===== src/rtl/ccf_pkg.sv =====
package ccf_pkg;
  typedef enum logic [1:0] {
    K_STAMP = 2'b00,
    K_HIT   = 2'b01,
    K_END   = 2'b10,
    K_RSVD  = 2'b11
  } word_kind_e;

  typedef enum logic [1:0] {
    V_DROP_INR = 2'b00,
    V_DROP_OTR = 2'b01,
    V_PAIR     = 2'b10
  } verdict_e;

  typedef enum logic [1:0] {
    PH_STAMP = 2'b00,
    PH_MERGE = 2'b01,
    PH_FLUSH = 2'b10,
    PH_TAIL  = 2'b11
  } phase_e;
endpackage


===== src/rtl/ccf_rst_sync.sv =====
module ccf_rst_sync #(
  parameter int STAGES = 2
) (
  input  logic clk,
  input  logic rst_n,
  output logic rst_sync_n
);
  logic [STAGES-1:0] sync_q;

  always_ff @(posedge clk or negedge rst_n) begin
    if (!rst_n) sync_q <= '0;
    else        sync_q <= {sync_q[STAGES-2:0], 1'b1};
  end

  assign rst_sync_n = sync_q[STAGES-1];
endmodule


===== src/rtl/ccf_window_cmp.sv =====
module ccf_window_cmp
  import ccf_pkg::*;
#(
  parameter int COL_W = 8,
  parameter int WIN   = 1
) (
  input  logic [COL_W-1:0] inr_col,
  input  logic [COL_W-1:0] otr_col,
  output verdict_e         verdict
);
  localparam int EW = COL_W + $clog2(WIN + 2);
  localparam logic [EW-1:0] WIN_EXT = EW'(WIN);

  logic [EW-1:0] i_ext;
  logic [EW-1:0] o_ext;

  always_comb begin
    i_ext = EW'(inr_col);
    o_ext = EW'(otr_col);
    if (o_ext > i_ext + WIN_EXT)      verdict = V_DROP_INR;
    else if (o_ext + WIN_EXT < i_ext) verdict = V_DROP_OTR;
    else                              verdict = V_PAIR;
  end
endmodule


===== src/rtl/ccf_out_slot.sv =====
module ccf_out_slot #(
  parameter int W = 25
) (
  input  logic         clk,
  input  logic         rst_n,
  input  logic         load,
  input  logic [W-1:0] din,
  input  logic         take,
  output logic         valid,
  output logic [W-1:0] dout,
  output logic         free
);
  logic         valid_q;
  logic         valid_d;
  logic [W-1:0] data_q;

  assign free  = !valid_q || take;
  assign valid = valid_q;
  assign dout  = data_q;

  always_comb begin
    valid_d = valid_q;
    if (load)      valid_d = 1'b1;
    else if (take) valid_d = 1'b0;
  end

  always_ff @(posedge clk or negedge rst_n) begin
    if (!rst_n) valid_q <= 1'b0;
    else        valid_q <= valid_d;
  end

  always_ff @(posedge clk) begin
    if (load) data_q <= din;
  end
endmodule


===== src/rtl/stack_coinc_filter.sv =====
module stack_coinc_filter
  import ccf_pkg::*;
#(
  parameter int COL_W = 8,
  parameter int TS_W  = 8,
  parameter int WIN   = 1,
  localparam int DATA_W = (COL_W > TS_W) ? COL_W : TS_W
) (
  input  logic              clk,
  input  logic              rst_n,
  input  logic              inr_valid,
  output logic              inr_ready,
  input  logic [1:0]        inr_kind,
  input  logic [DATA_W-1:0] inr_data,
  input  logic              otr_valid,
  output logic              otr_ready,
  input  logic [1:0]        otr_kind,
  input  logic [DATA_W-1:0] otr_data,
  output logic              out_valid,
  input  logic              out_ready,
  output logic              out_last,
  output logic [TS_W-1:0]   out_stamp,
  output logic [COL_W-1:0]  out_inner,
  output logic [COL_W-1:0]  out_outer,
  output logic              stamp_err
);
  localparam int SW = 1 + TS_W + 2 * COL_W;

  logic rst_i_n;

  ccf_rst_sync #(.STAGES(2)) u_rst (
    .clk(clk), .rst_n(rst_n), .rst_sync_n(rst_i_n)
  );

  phase_e          phase_q, phase_d;
  logic [TS_W-1:0] inr_stamp_q, inr_stamp_d;
  logic [TS_W-1:0] otr_stamp_q, otr_stamp_d;
  logic [TS_W-1:0] stamp_q, stamp_d;
  logic            inr_has_q, inr_has_d;
  logic            otr_has_q, otr_has_d;
  logic            inr_done_q, inr_done_d;
  logic            otr_done_q, otr_done_d;
  logic            flush_err_q, flush_err_d;
  logic            err_q, err_d;

  logic            slot_load;
  logic            slot_last;
  logic            slot_free;
  logic [SW-1:0]   slot_din;
  logic [SW-1:0]   slot_dout;
  verdict_e        verdict;

  ccf_window_cmp #(.COL_W(COL_W), .WIN(WIN)) u_cmp (
    .inr_col(inr_data[COL_W-1:0]),
    .otr_col(otr_data[COL_W-1:0]),
    .verdict(verdict)
  );

  always_comb begin
    phase_d     = phase_q;
    inr_stamp_d = inr_stamp_q;
    otr_stamp_d = otr_stamp_q;
    stamp_d     = stamp_q;
    inr_has_d   = inr_has_q;
    otr_has_d   = otr_has_q;
    inr_done_d  = inr_done_q;
    otr_done_d  = otr_done_q;
    flush_err_d = flush_err_q;
    err_d       = 1'b0;
    inr_ready   = 1'b0;
    otr_ready   = 1'b0;
    slot_load   = 1'b0;
    slot_last   = 1'b0;

    unique case (phase_q)
      PH_STAMP: begin
        inr_ready = !inr_has_q;
        otr_ready = !otr_has_q;
        if (inr_valid && inr_ready && inr_kind == K_STAMP) begin
          inr_has_d   = 1'b1;
          inr_stamp_d = inr_data[TS_W-1:0];
        end
        if (otr_valid && otr_ready && otr_kind == K_STAMP) begin
          otr_has_d   = 1'b1;
          otr_stamp_d = otr_data[TS_W-1:0];
        end
        if (inr_has_d && otr_has_d) begin
          inr_has_d  = 1'b0;
          otr_has_d  = 1'b0;
          inr_done_d = 1'b0;
          otr_done_d = 1'b0;
          if (inr_stamp_d == otr_stamp_d) begin
            stamp_d     = inr_stamp_d;
            flush_err_d = 1'b0;
            phase_d     = PH_MERGE;
          end else begin
            err_d       = 1'b1;
            flush_err_d = 1'b1;
            phase_d     = PH_FLUSH;
          end
        end
      end
      PH_MERGE: begin
        if (inr_valid && inr_kind == K_END) begin
          inr_ready  = 1'b1;
          inr_done_d = 1'b1;
          phase_d    = PH_FLUSH;
        end else if (otr_valid && otr_kind == K_END) begin
          otr_ready  = 1'b1;
          otr_done_d = 1'b1;
          phase_d    = PH_FLUSH;
        end else if (inr_valid && otr_valid) begin
          unique case (verdict)
            V_DROP_INR: inr_ready = 1'b1;
            V_DROP_OTR: otr_ready = 1'b1;
            V_PAIR: begin
              if (slot_free) begin
                inr_ready = 1'b1;
                slot_load = 1'b1;
              end
            end
            default: ;
          endcase
        end
      end
      PH_FLUSH: begin
        inr_ready = !inr_done_q;
        otr_ready = !otr_done_q;
        if (inr_valid && inr_ready && inr_kind == K_END) inr_done_d = 1'b1;
        if (otr_valid && otr_ready && otr_kind == K_END) otr_done_d = 1'b1;
        if (inr_done_d && otr_done_d) begin
          phase_d = flush_err_q ? PH_STAMP : PH_TAIL;
        end
      end
      PH_TAIL: begin
        if (slot_free) begin
          slot_load = 1'b1;
          slot_last = 1'b1;
          phase_d   = PH_STAMP;
        end
      end
      default: phase_d = PH_STAMP;
    endcase
  end

  always_comb begin
    if (slot_last) slot_din = {1'b1, stamp_q, {(2 * COL_W){1'b0}}};
    else           slot_din = {1'b0, stamp_q, inr_data[COL_W-1:0], otr_data[COL_W-1:0]};
  end

  always_ff @(posedge clk or negedge rst_i_n) begin
    if (!rst_i_n) begin
      phase_q     <= PH_STAMP;
      inr_has_q   <= 1'b0;
      otr_has_q   <= 1'b0;
      inr_done_q  <= 1'b0;
      otr_done_q  <= 1'b0;
      flush_err_q <= 1'b0;
      err_q       <= 1'b0;
      inr_stamp_q <= '0;
      otr_stamp_q <= '0;
      stamp_q     <= '0;
    end else begin
      phase_q     <= phase_d;
      inr_has_q   <= inr_has_d;
      otr_has_q   <= otr_has_d;
      inr_done_q  <= inr_done_d;
      otr_done_q  <= otr_done_d;
      flush_err_q <= flush_err_d;
      err_q       <= err_d;
      inr_stamp_q <= inr_stamp_d;
      otr_stamp_q <= otr_stamp_d;
      stamp_q     <= stamp_d;
    end
  end

  ccf_out_slot #(.W(SW)) u_slot (
    .clk(clk), .rst_n(rst_i_n),
    .load(slot_load), .din(slot_din), .take(out_ready),
    .valid(out_valid), .dout(slot_dout), .free(slot_free)
  );

  assign out_last  = slot_dout[SW-1];
  assign out_stamp = slot_dout[SW-2 -: TS_W];
  assign out_inner = slot_dout[2*COL_W-1 -: COL_W];
  assign out_outer = slot_dout[COL_W-1:0];
  assign stamp_err = err_q;
endmodule


===== config.mk =====
export PLATFORM = sky130hd
export DESIGN_NAME = stack_coinc_filter
export DESIGN_NICKNAME = d
export VERILOG_FILES = /design/src/rtl/ccf_pkg.sv /design/src/rtl/ccf_rst_sync.sv /design/src/rtl/ccf_window_cmp.sv /design/src/rtl/ccf_out_slot.sv /design/src/rtl/stack_coinc_filter.sv
export SDC_FILE = /design/constraint.sdc
export NUM_CORES = 1
export LEC_CHECK = 0
export BUFFER_PORTS_ARGS = -buffer_cell sky130_fd_sc_hd__buf_4
export CAP_MARGIN = 20
export CORE_ASPECT_RATIO = 0.9
export CORE_MARGIN = 1.5
export CORE_UTILIZATION = 35
export CTS_CLUSTER_SIZE = 12
export DETAILED_ROUTE_END_ITERATION = 10
export PLACE_DENSITY = 0.62
export SYNTH_ARGS = -nofsm -noshare
export SYNTH_HDL_FRONTEND = slang
export SYNTH_SLANG_ARGS = --single-unit

===== constraint.sdc =====
create_clock -name clk -period 2.9 [get_ports clk]
set_input_delay 0.58 -clock clk [delete_from_list [all_inputs] [get_ports clk]]
set_output_delay 0.58 -clock clk [all_outputs]
set_load 0.03 [all_outputs]

==> summary.txt, run 1 <==
Placed design
  • Pre-CTS setup slack: -323 ps
  • HPWL after DPL: 5.67 mm
  • Routability cong.: 0.875
  • I/O Buffers: 53
  • DP Cell Count: 500

Run status
  • Status: complete, but fails checks
  • Failing checks: negative setup slack

Yosys
  • Post-Syn Area per Cell: 10.9 µm²
  • #FFs+latches synth: 60
  • Netlist cell types: 44
  • Post-synth ARST share: 0.583
  • Mapped Cells: about 300
  • Top_reg_cell synth: dfrtp_1
  • Synth top area share: 0.266
  • Seq/Total Area, Yosys: 0.494
  • Yosys top cell by area: dfrtp_1
  • Synth area leaders: dfrtp_1 27%, edfxtp_1 23%, ha_1 8.4%
  • Post-synth EDFFs: 25
  • Post-Syn Nets: roughly 350
  • Syn. warnings: 0
  • Netlist area before placement: 3290 µm²

Drt
  • Wire length per cell: 15.1 µm
  • ANT nets after route: 0
  • Routed vias/inst: 4.90
  • DRC: 0
  • DRT Pass-1 Iters: 5
  • Initial DRC count: 130
  • Post-Route WL: between 7 and 8 mm
  • DR vias: 2,570

STA
  • Max frequency: 0.317 GHz
  • RSZ-0062 raised after global routing: true
  • Crit path time final: 3150 ps
  • Fin. max-slew vios: 0
  • Slew HR: 0.632
  • Final hold viol count: 0
  • Endpoints failing setup: 27
  • Period utilization: 1.09
  • Setup ws final: -254 ps
  • Clock Skew: approximately 10 ps
  • Slew @ Worst Pin: around 550 ps

Clocking
  • CTS root buf: clkbuf_8
  • CTS Buf Count: 9
  • Clk_lat worst skew: 340 ps
  • Register clock-pin slew on the reported worst setup and hold paths: 70 ps
  • CTS Sinks: 60
  • Clock tree buffer depth: 2
  • CTS tree: yes
  • H-tree Lvls: 3

Cells and area
  • Finished Layout Cells: 524
  • Area grow syn2layout: 36.6%
  • Area of the multi-input gates: 1600 µm²
  • Share of cells above drive strength 1: 0.318
  • # nets final: 444
  • Antenna Cells: 0
  • Fill count: 839
  • Reg area: about 1600 µm²

Die
  • Die area: 9990 µm²
  • Die X: 105 µm
  • Starting Density: 0.361
  • I/O pin count: 54
  • Chip Height: 95.0 µm
  • Rows: 33
  • Core area: about 9100 µm²

Min path
  • Hold Crit Class: flop to asynchronous set/reset pin

Setup path
  • Critical Path Slowest Stage Cell: ha_1
  • CP max stage delay: a little under 300 ps
  • Crit path kind: input port to output port
  • Required @ worst endpoint: 2320 ps
  • CP startpoint kind: input port
  • CP endpoint kind: output port
  • Largest fanout on the critical path: 2
  • Crit-path cells: buf_8 -> inv_4 -> nor3_4 -> and3_4 -> nand3_2 -> xnor2_1 -> ha_1 -> nand4_1 -> nor2_2 -> a21oi_1 -> o21ai_1 -> nand3_1 -> a31oi_4 -> buf_6
  • Arr. time, crit path: around 2600 ps

Global route
  • First-pass GRT wire length: 12.3 mm
  • Largest net degree at the start of global routing: 34
  • Grt total ovfl: 0
  • GRT Util Overall: 0.163
  • Vias in the first global route: 2,494
  • Initial antenna violation count: 0

Power and ir drop
  • Max VDD drop: around 0.56 mV
  • Lkg Pwr: 0.00195 µW
  • PwrDens: around 800 nW/µm²

Flow run
  • Max-cap viol count: 0
-- Yosys cell counts (2+ instances only) --
cell / n
mux2_2: 4
nor2b_1: 3
a21oi_1: 10
xnor2_1: 17
dfrtp_1: 35
and3_1: 5
mux2i_1: 24
a21o_1: 5
nand3b_1: 2
ha_1: 22
o21ai_0: 13
clkbuf_1: 4
nand2_1: 17
o31ai_1: 3
a221oi_1: 2
and2_1: 8
nor2_1: 25
nand3_1: 10
a222oi_1: 3
nor3_1: 5
nand4_1: 3
buf_6: 2
a31o_2: 2
inv_1: 28
edfxtp_1: 25
xor2_1: 3
o22ai_1: 4
-- stage by stage --
step	total power [µW]	instance area [µm²]	hold WS, ps	utilization	TNS [ps]
floorplan	2250	3320	284	-	-7770
finish	3670	4490	271	0.493	-4820
global placement	2680	4090	286	0.448	-5860
CTS	3560	4370	296	0.479	-360
detailed placement	2700	4090	296	0.448	-7200
global route	3900	4490	329	0.493	-7130
-- logic make-up after synthesis --
kind of cell    after synthesis  synth area share
xor+xnor                     20            0.0532
other cells                   1           0.00114
fa+ha+maj                    22            0.0836
simple gates                 86             0.140
compound gates               48            0.0947
mux                          28            0.0867
buf+inv                      36            0.0468
flops                        60             0.494
-- critical path: cells and delay by family --
kind | cells | cell delay, ps
buf+inv | 3 | 270
fa+ha+maj | 1 | 290
xor+xnor | 1 | 130
compound gates | 3 | 420
simple gates | 6 | 880
-- final timing paths --
| check | startpoint | end | slack, ps | cells past startpoint |
|---|---|---|---|---|
| worst max-delay path | inr_data[2] | inr_ready | -250 | 14 |
| worst min-delay path | u_rst.sync_q[1]$_DFF_PN0_ | otr_stamp_q[4]$_DFFE_PN0P_ | 270 | 1 |
| worst max register to register | inr_has_q$_DFFE_PN0P_ | stamp_q[1]$_DFFE_PN0P_ | 560 | 8 |
| worst min register to register | u_rst.sync_q[1]$_DFF_PN0_ | otr_stamp_q[4]$_DFFE_PN0P_ | 270 | 1 |
| max in group asynchronous | rst_n | u_rst.sync_q[0]$_DFF_PN0_ | 2260 | 2 |
| min in group clk | u_rst.sync_q[0]$_DFF_PN0_ | u_rst.sync_q[1]$_DFF_PN0_ | 350 | 0 |
-- layer usage --
| metal | vias to the layer above | global-route usage | part of all wire |
|---|---|---|---|
| met5 | - | 0 | 0 |
| met4 | 0 | 0.0582 | 0.013 |
| met3 | 11 | 0.0511 | 0.058 |
| met2 | 70 | 0.276 | 0.49 |
| met1 | 1231 | 0.197 | 0.44 |
| li1 | 1258 | - | - |
-- cells in the final DEF, fill, tap and decap left out, types with 4 or more instances in the layout --
| cell type | instances |
|---|---|
| clkbuf_8 | 9 |
| buf_4 | 81 |
| and2_1 | 8 |
| nor2_1 | 24 |
| mux2i_1 | 24 |
| mux2_2 | 4 |
| ha_1 | 21 |
| edfxtp_1 | 25 |
| a21o_1 | 5 |
| nand3_1 | 9 |
| a21oi_1 | 10 |
| nor3_1 | 4 |
| inv_1 | 26 |
| dfrtp_1 | 35 |
| nand2_1 | 17 |
| xnor2_1 | 16 |
| o21ai_0 | 12 |
-- repair_timing --
item / in CTS / in global routing
pin swaps: 11 / 3
gates resized for setup: 16 / 5
hold buffers: 1 / 0
endpoints found under the setup margin: 2 / 27
endpoints found under the hold margin: 2 / 0
gates cloned: 0 / 3
buffers inserted: 2 / 2
-- power by group --
part / switching (µW) / total, µW / internal (µW)
Clock: 327 / 803 / 477
Combinational: 920 / 1630 / 708
Sequential: 104 / 1240 / 1140
-- registers in the layout, indices dropped and copies added, names as in the netlist --
register	count
u_slot.dout	25
inr_stamp_q	8
otr_stamp_q	8
stamp_q	8
phase_q	2
u_rst.sync_q	2
flush_err_q	1
inr_done_q	1
inr_has_q	1
otr_done_q	1
otr_has_q	1
stamp_err	1
u_slot.valid	1
-- final cells by class --
type / instances / share of cell area
multi-input cells: 205 / 0.356
repair buffers: 92 / 0.176
flip-flops and latches: 60 / 0.362
inverters: 29 / 0.0253
clock inverters: 6 / 0.0178
well taps: 122 / 0.0340
clock buffers: 10 / 0.0284
No activity file was read; power rests on OpenSTA's default activity.
==> run 2, diff against run 1 <==
--- a/config.mk
+++ b/config.mk
@@ -7,12 +7,11 @@
 export LEC_CHECK = 0
 export BUFFER_PORTS_ARGS = -buffer_cell sky130_fd_sc_hd__buf_4
 export CAP_MARGIN = 20
-export CORE_ASPECT_RATIO = 0.9
+export CORE_ASPECT_RATIO = 1.4
 export CORE_MARGIN = 1.5
 export CORE_UTILIZATION = 35
 export CTS_CLUSTER_SIZE = 12
 export DETAILED_ROUTE_END_ITERATION = 10
-export PLACE_DENSITY = 0.62
 export SYNTH_ARGS = -nofsm -noshare
 export SYNTH_HDL_FRONTEND = slang
 export SYNTH_SLANG_ARGS = --single-unit
==> run 2 against run 1 <==
- global-route usage rose by 0.17 points
- highest routed layer unchanged
- power rose by 4.1%
- the flow finishes with violations (design-rule violations, negative setup slack)
- critical path depth did not move
- largest power group unchanged
==> summary.txt, run 2 (synthesized netlist as in run 1, its figures left out) <==
Run status
  • Status: complete, but fails checks
  • Failing checks: design-rule violations, negative setup slack

Cells and area
  • Area grow syn2layout: 35.8%
  • Most common cell after layout, fill and taps aside: buf_4
  • Most frequent cells in the layout: 78 x buf_4, 35 x dfrtp_1, 25 x inv_1, 25 x edfxtp_1
  • Largest register FFs: 25
  • Share of cells above drive strength 1: 0.312
  • # nets final: between 400 and 500
  • Final non-filler cell area: ~4500 µm²
  • Fill count: 803
  • Antenna Cells: 0
  • Finished Layout Cells: 501

Setup path
  • FF-to-FF Start: inr_has_q$_DFFE_PN0P_
  • CP startpoint kind: input port
  • Reg2Reg Capture Point: stamp_q[7]$_DFFE_PN0P_
  • Setup crit start: inr_data[4]
  • Worst R2R Path Depth: 8
  • R2R setup slack: 510 ps
  • Crit path kind: input port to output port
  • Arr. time, crit path: around 2500 ps
  • Required @ worst endpoint: 2320 ps
  • Largest fanout on the critical path: 2
  • CP endpoint kind: output port

Global route
  • First-pass GRT wire length: 12.7 mm
  • Grt total ovfl: 0
  • GRT Util Overall: 0.165
  • Vias in the first global route: ~2,600
  • Largest net degree at the start of global routing: 34
  • Initial antenna violation count: 0

Clocking
  • CTS Buf Count: 9
  • Clk_lat worst skew: 330 ps
  • CTS tree: yes
  • H-tree Lvls: 3
  • CTS root buf: clkbuf_16
  • CTS Sinks: 60
  • Clock tree buffer depth: 2
  • Register clock-pin slew on the reported worst setup and hold paths: 50 ps

Drt
  • DRT Pass-1 Iters: 7
  • Post-Route WL: 7.66 mm
  • DR vias: 2,515
  • Initial DRC count: 140
  • Wire length per cell: about 15 µm
  • ANT nets after route: 0
  • DRC: 5
  • Routed vias/inst: 5.02

STA
  • Clock Skew: 4.93 ps
  • Period utilization: 1.06
  • Slew HR: 0.574
  • Fin. max-slew vios: 0
  • Final hold viol count: 0
  • Crit path time final: approximately 3000 ps
  • Max frequency: between 0.3 and 0.4 GHz
  • Setup ws final: -181 ps
  • Slew @ Worst Pin: around 640 ps
  • RSZ-0062 raised after global routing: true
  • Endpoints failing setup: 2

Power and ir drop
  • Psw: around 1400 µW
  • Logic pwr share: 0.396
  • P_int: roughly 2400 µW
  • Clk pwr share: 0.279
  • Net Sw Frac: 0.360
  • Max VDD drop: just over 0.3 mV
  • Seq pwr share: 0.325
  • PwrDens: 855 nW/µm²
  • Lkg Pwr: 0.00194 µW

Flow run
  • Max-cap viol count: 0

Die
  • I/O pin count: 54
  • Rows: between 40 and 50
  • Die X: roughly 85 µm
  • Chip Height: 118 µm
  • Die area: 10,000 µm²
  • Core area: 9080 µm²
  • Starting Density: 0.362

Placed design
  • HPWL after DPL: approximately 6 mm
  • DP Cell Count: 483
  • Placed Area: 4050 µm²
  • I/O Buffers: 53
  • Routability cong.: between 0.8 and 0.9

Min path
  • Hold Crit Class: input port to asynchronous set/reset pin
==> run 2: cell types whose count changed in the layout (fill, tap and decap cells not counted), sizes merged <==
cell	previous run	this run
buf	89	84
dlygate4sd3	1	0
bufinv	2	0
==> run 2: worst max path at each step <==
stage | end | slack, ps | cells after the start
global route | inr_ready | -290 | 14
finish | otr_ready | -180 | 14
global placement | otr_ready | -230 | 13
CTS | inr_ready | -140 | 12
detailed placement | otr_ready | -290 | 13
floorplan | u_slot.dout[0]$_SDFFCE_PP0P_ | -300 | 11
==> run 2: power by group through the flow <==
| stage | registers [µW] | logic, µW | clock network (µW) |
|---|---|---|---|
| global placement | 1250 | 1440 | 0 |
| CTS | 1240 | 1500 | 1090 |
| finish | 1240 | 1510 | 1070 |
| floorplan | 1380 | 873 | 0 |
| detailed placement | 1260 | 1460 | 0 |
| global route | 1270 | 1650 | 1120 |
==> run 2: area by class of cell <==
| cell class | instances | area (µm²) | share of cell area |
|---|---|---|---|
| clock inverter | 4 | 28.8 | 0.00644 |
| sequential | 60 | 1630 | 0.364 |
| timing repair buffer | 84 | 678 | 0.152 |
| clock buffer | 12 | 279 | 0.0624 |
| inverter | 29 | 114 | 0.0255 |
| multi-input combinational | 205 | 1610 | 0.360 |
| tap | 107 | 134 | 0.0300 |
==> run 2: repair_timing <==
| action | in CTS | in global routing |
|---|---|---|
| gates resized for setup | 13 | 10 |
| hold buffers | 0 | 0 |
| gates cloned | 0 | 0 |
| setup buffers | 1 | 1 |
| pin swaps | 13 | 4 |
| setup endpoints to repair | 2 | 2 |
==> run 2: metrics by stage <==
stage / util / hold slack (ps) / setup slack, ps / TNS [ps] / total power, µW
after floorplan: - / 284 / -300 / -7770 / 2250
after global routing: 0.492 / 11.5 / -286 / -571 / 4050
after detailed placement: 0.446 / 286 / -289 / -6710 / 2720
after CTS: 0.486 / 12.6 / -137 / -272 / 3830
final: 0.492 / 19.4 / -181 / -334 / 3820
after global placement: 0.446 / 288 / -229 / -5200 / 2690
==> run 2: metal layers <==
layer / wire length (µm) / vias up / GRT usage / share of wire
li1: - / 1240 / - / -
met1: 3110 / 1200 / 0.186 / 0.41
met2: 4040 / 58 / 0.285 / 0.53
met3: 274 / 17 / 0.0351 / 0.036
met4: 232 / 0 / 0.0881 / 0.030
met5: 0 / - / 0 / 0
==> run 2: critical path, stage by stage <==
cell and delay (ps):
buf_8 80, inv_4 30, nor3_4 170, and3_4 230
buf_4 110, xnor2_1 110, ha_1 270, nand4_1 110
nor2_2 50, a21oi_1 140, o21ai_1 100, a31o_2 240
o22ai_4 120, buf_6 150
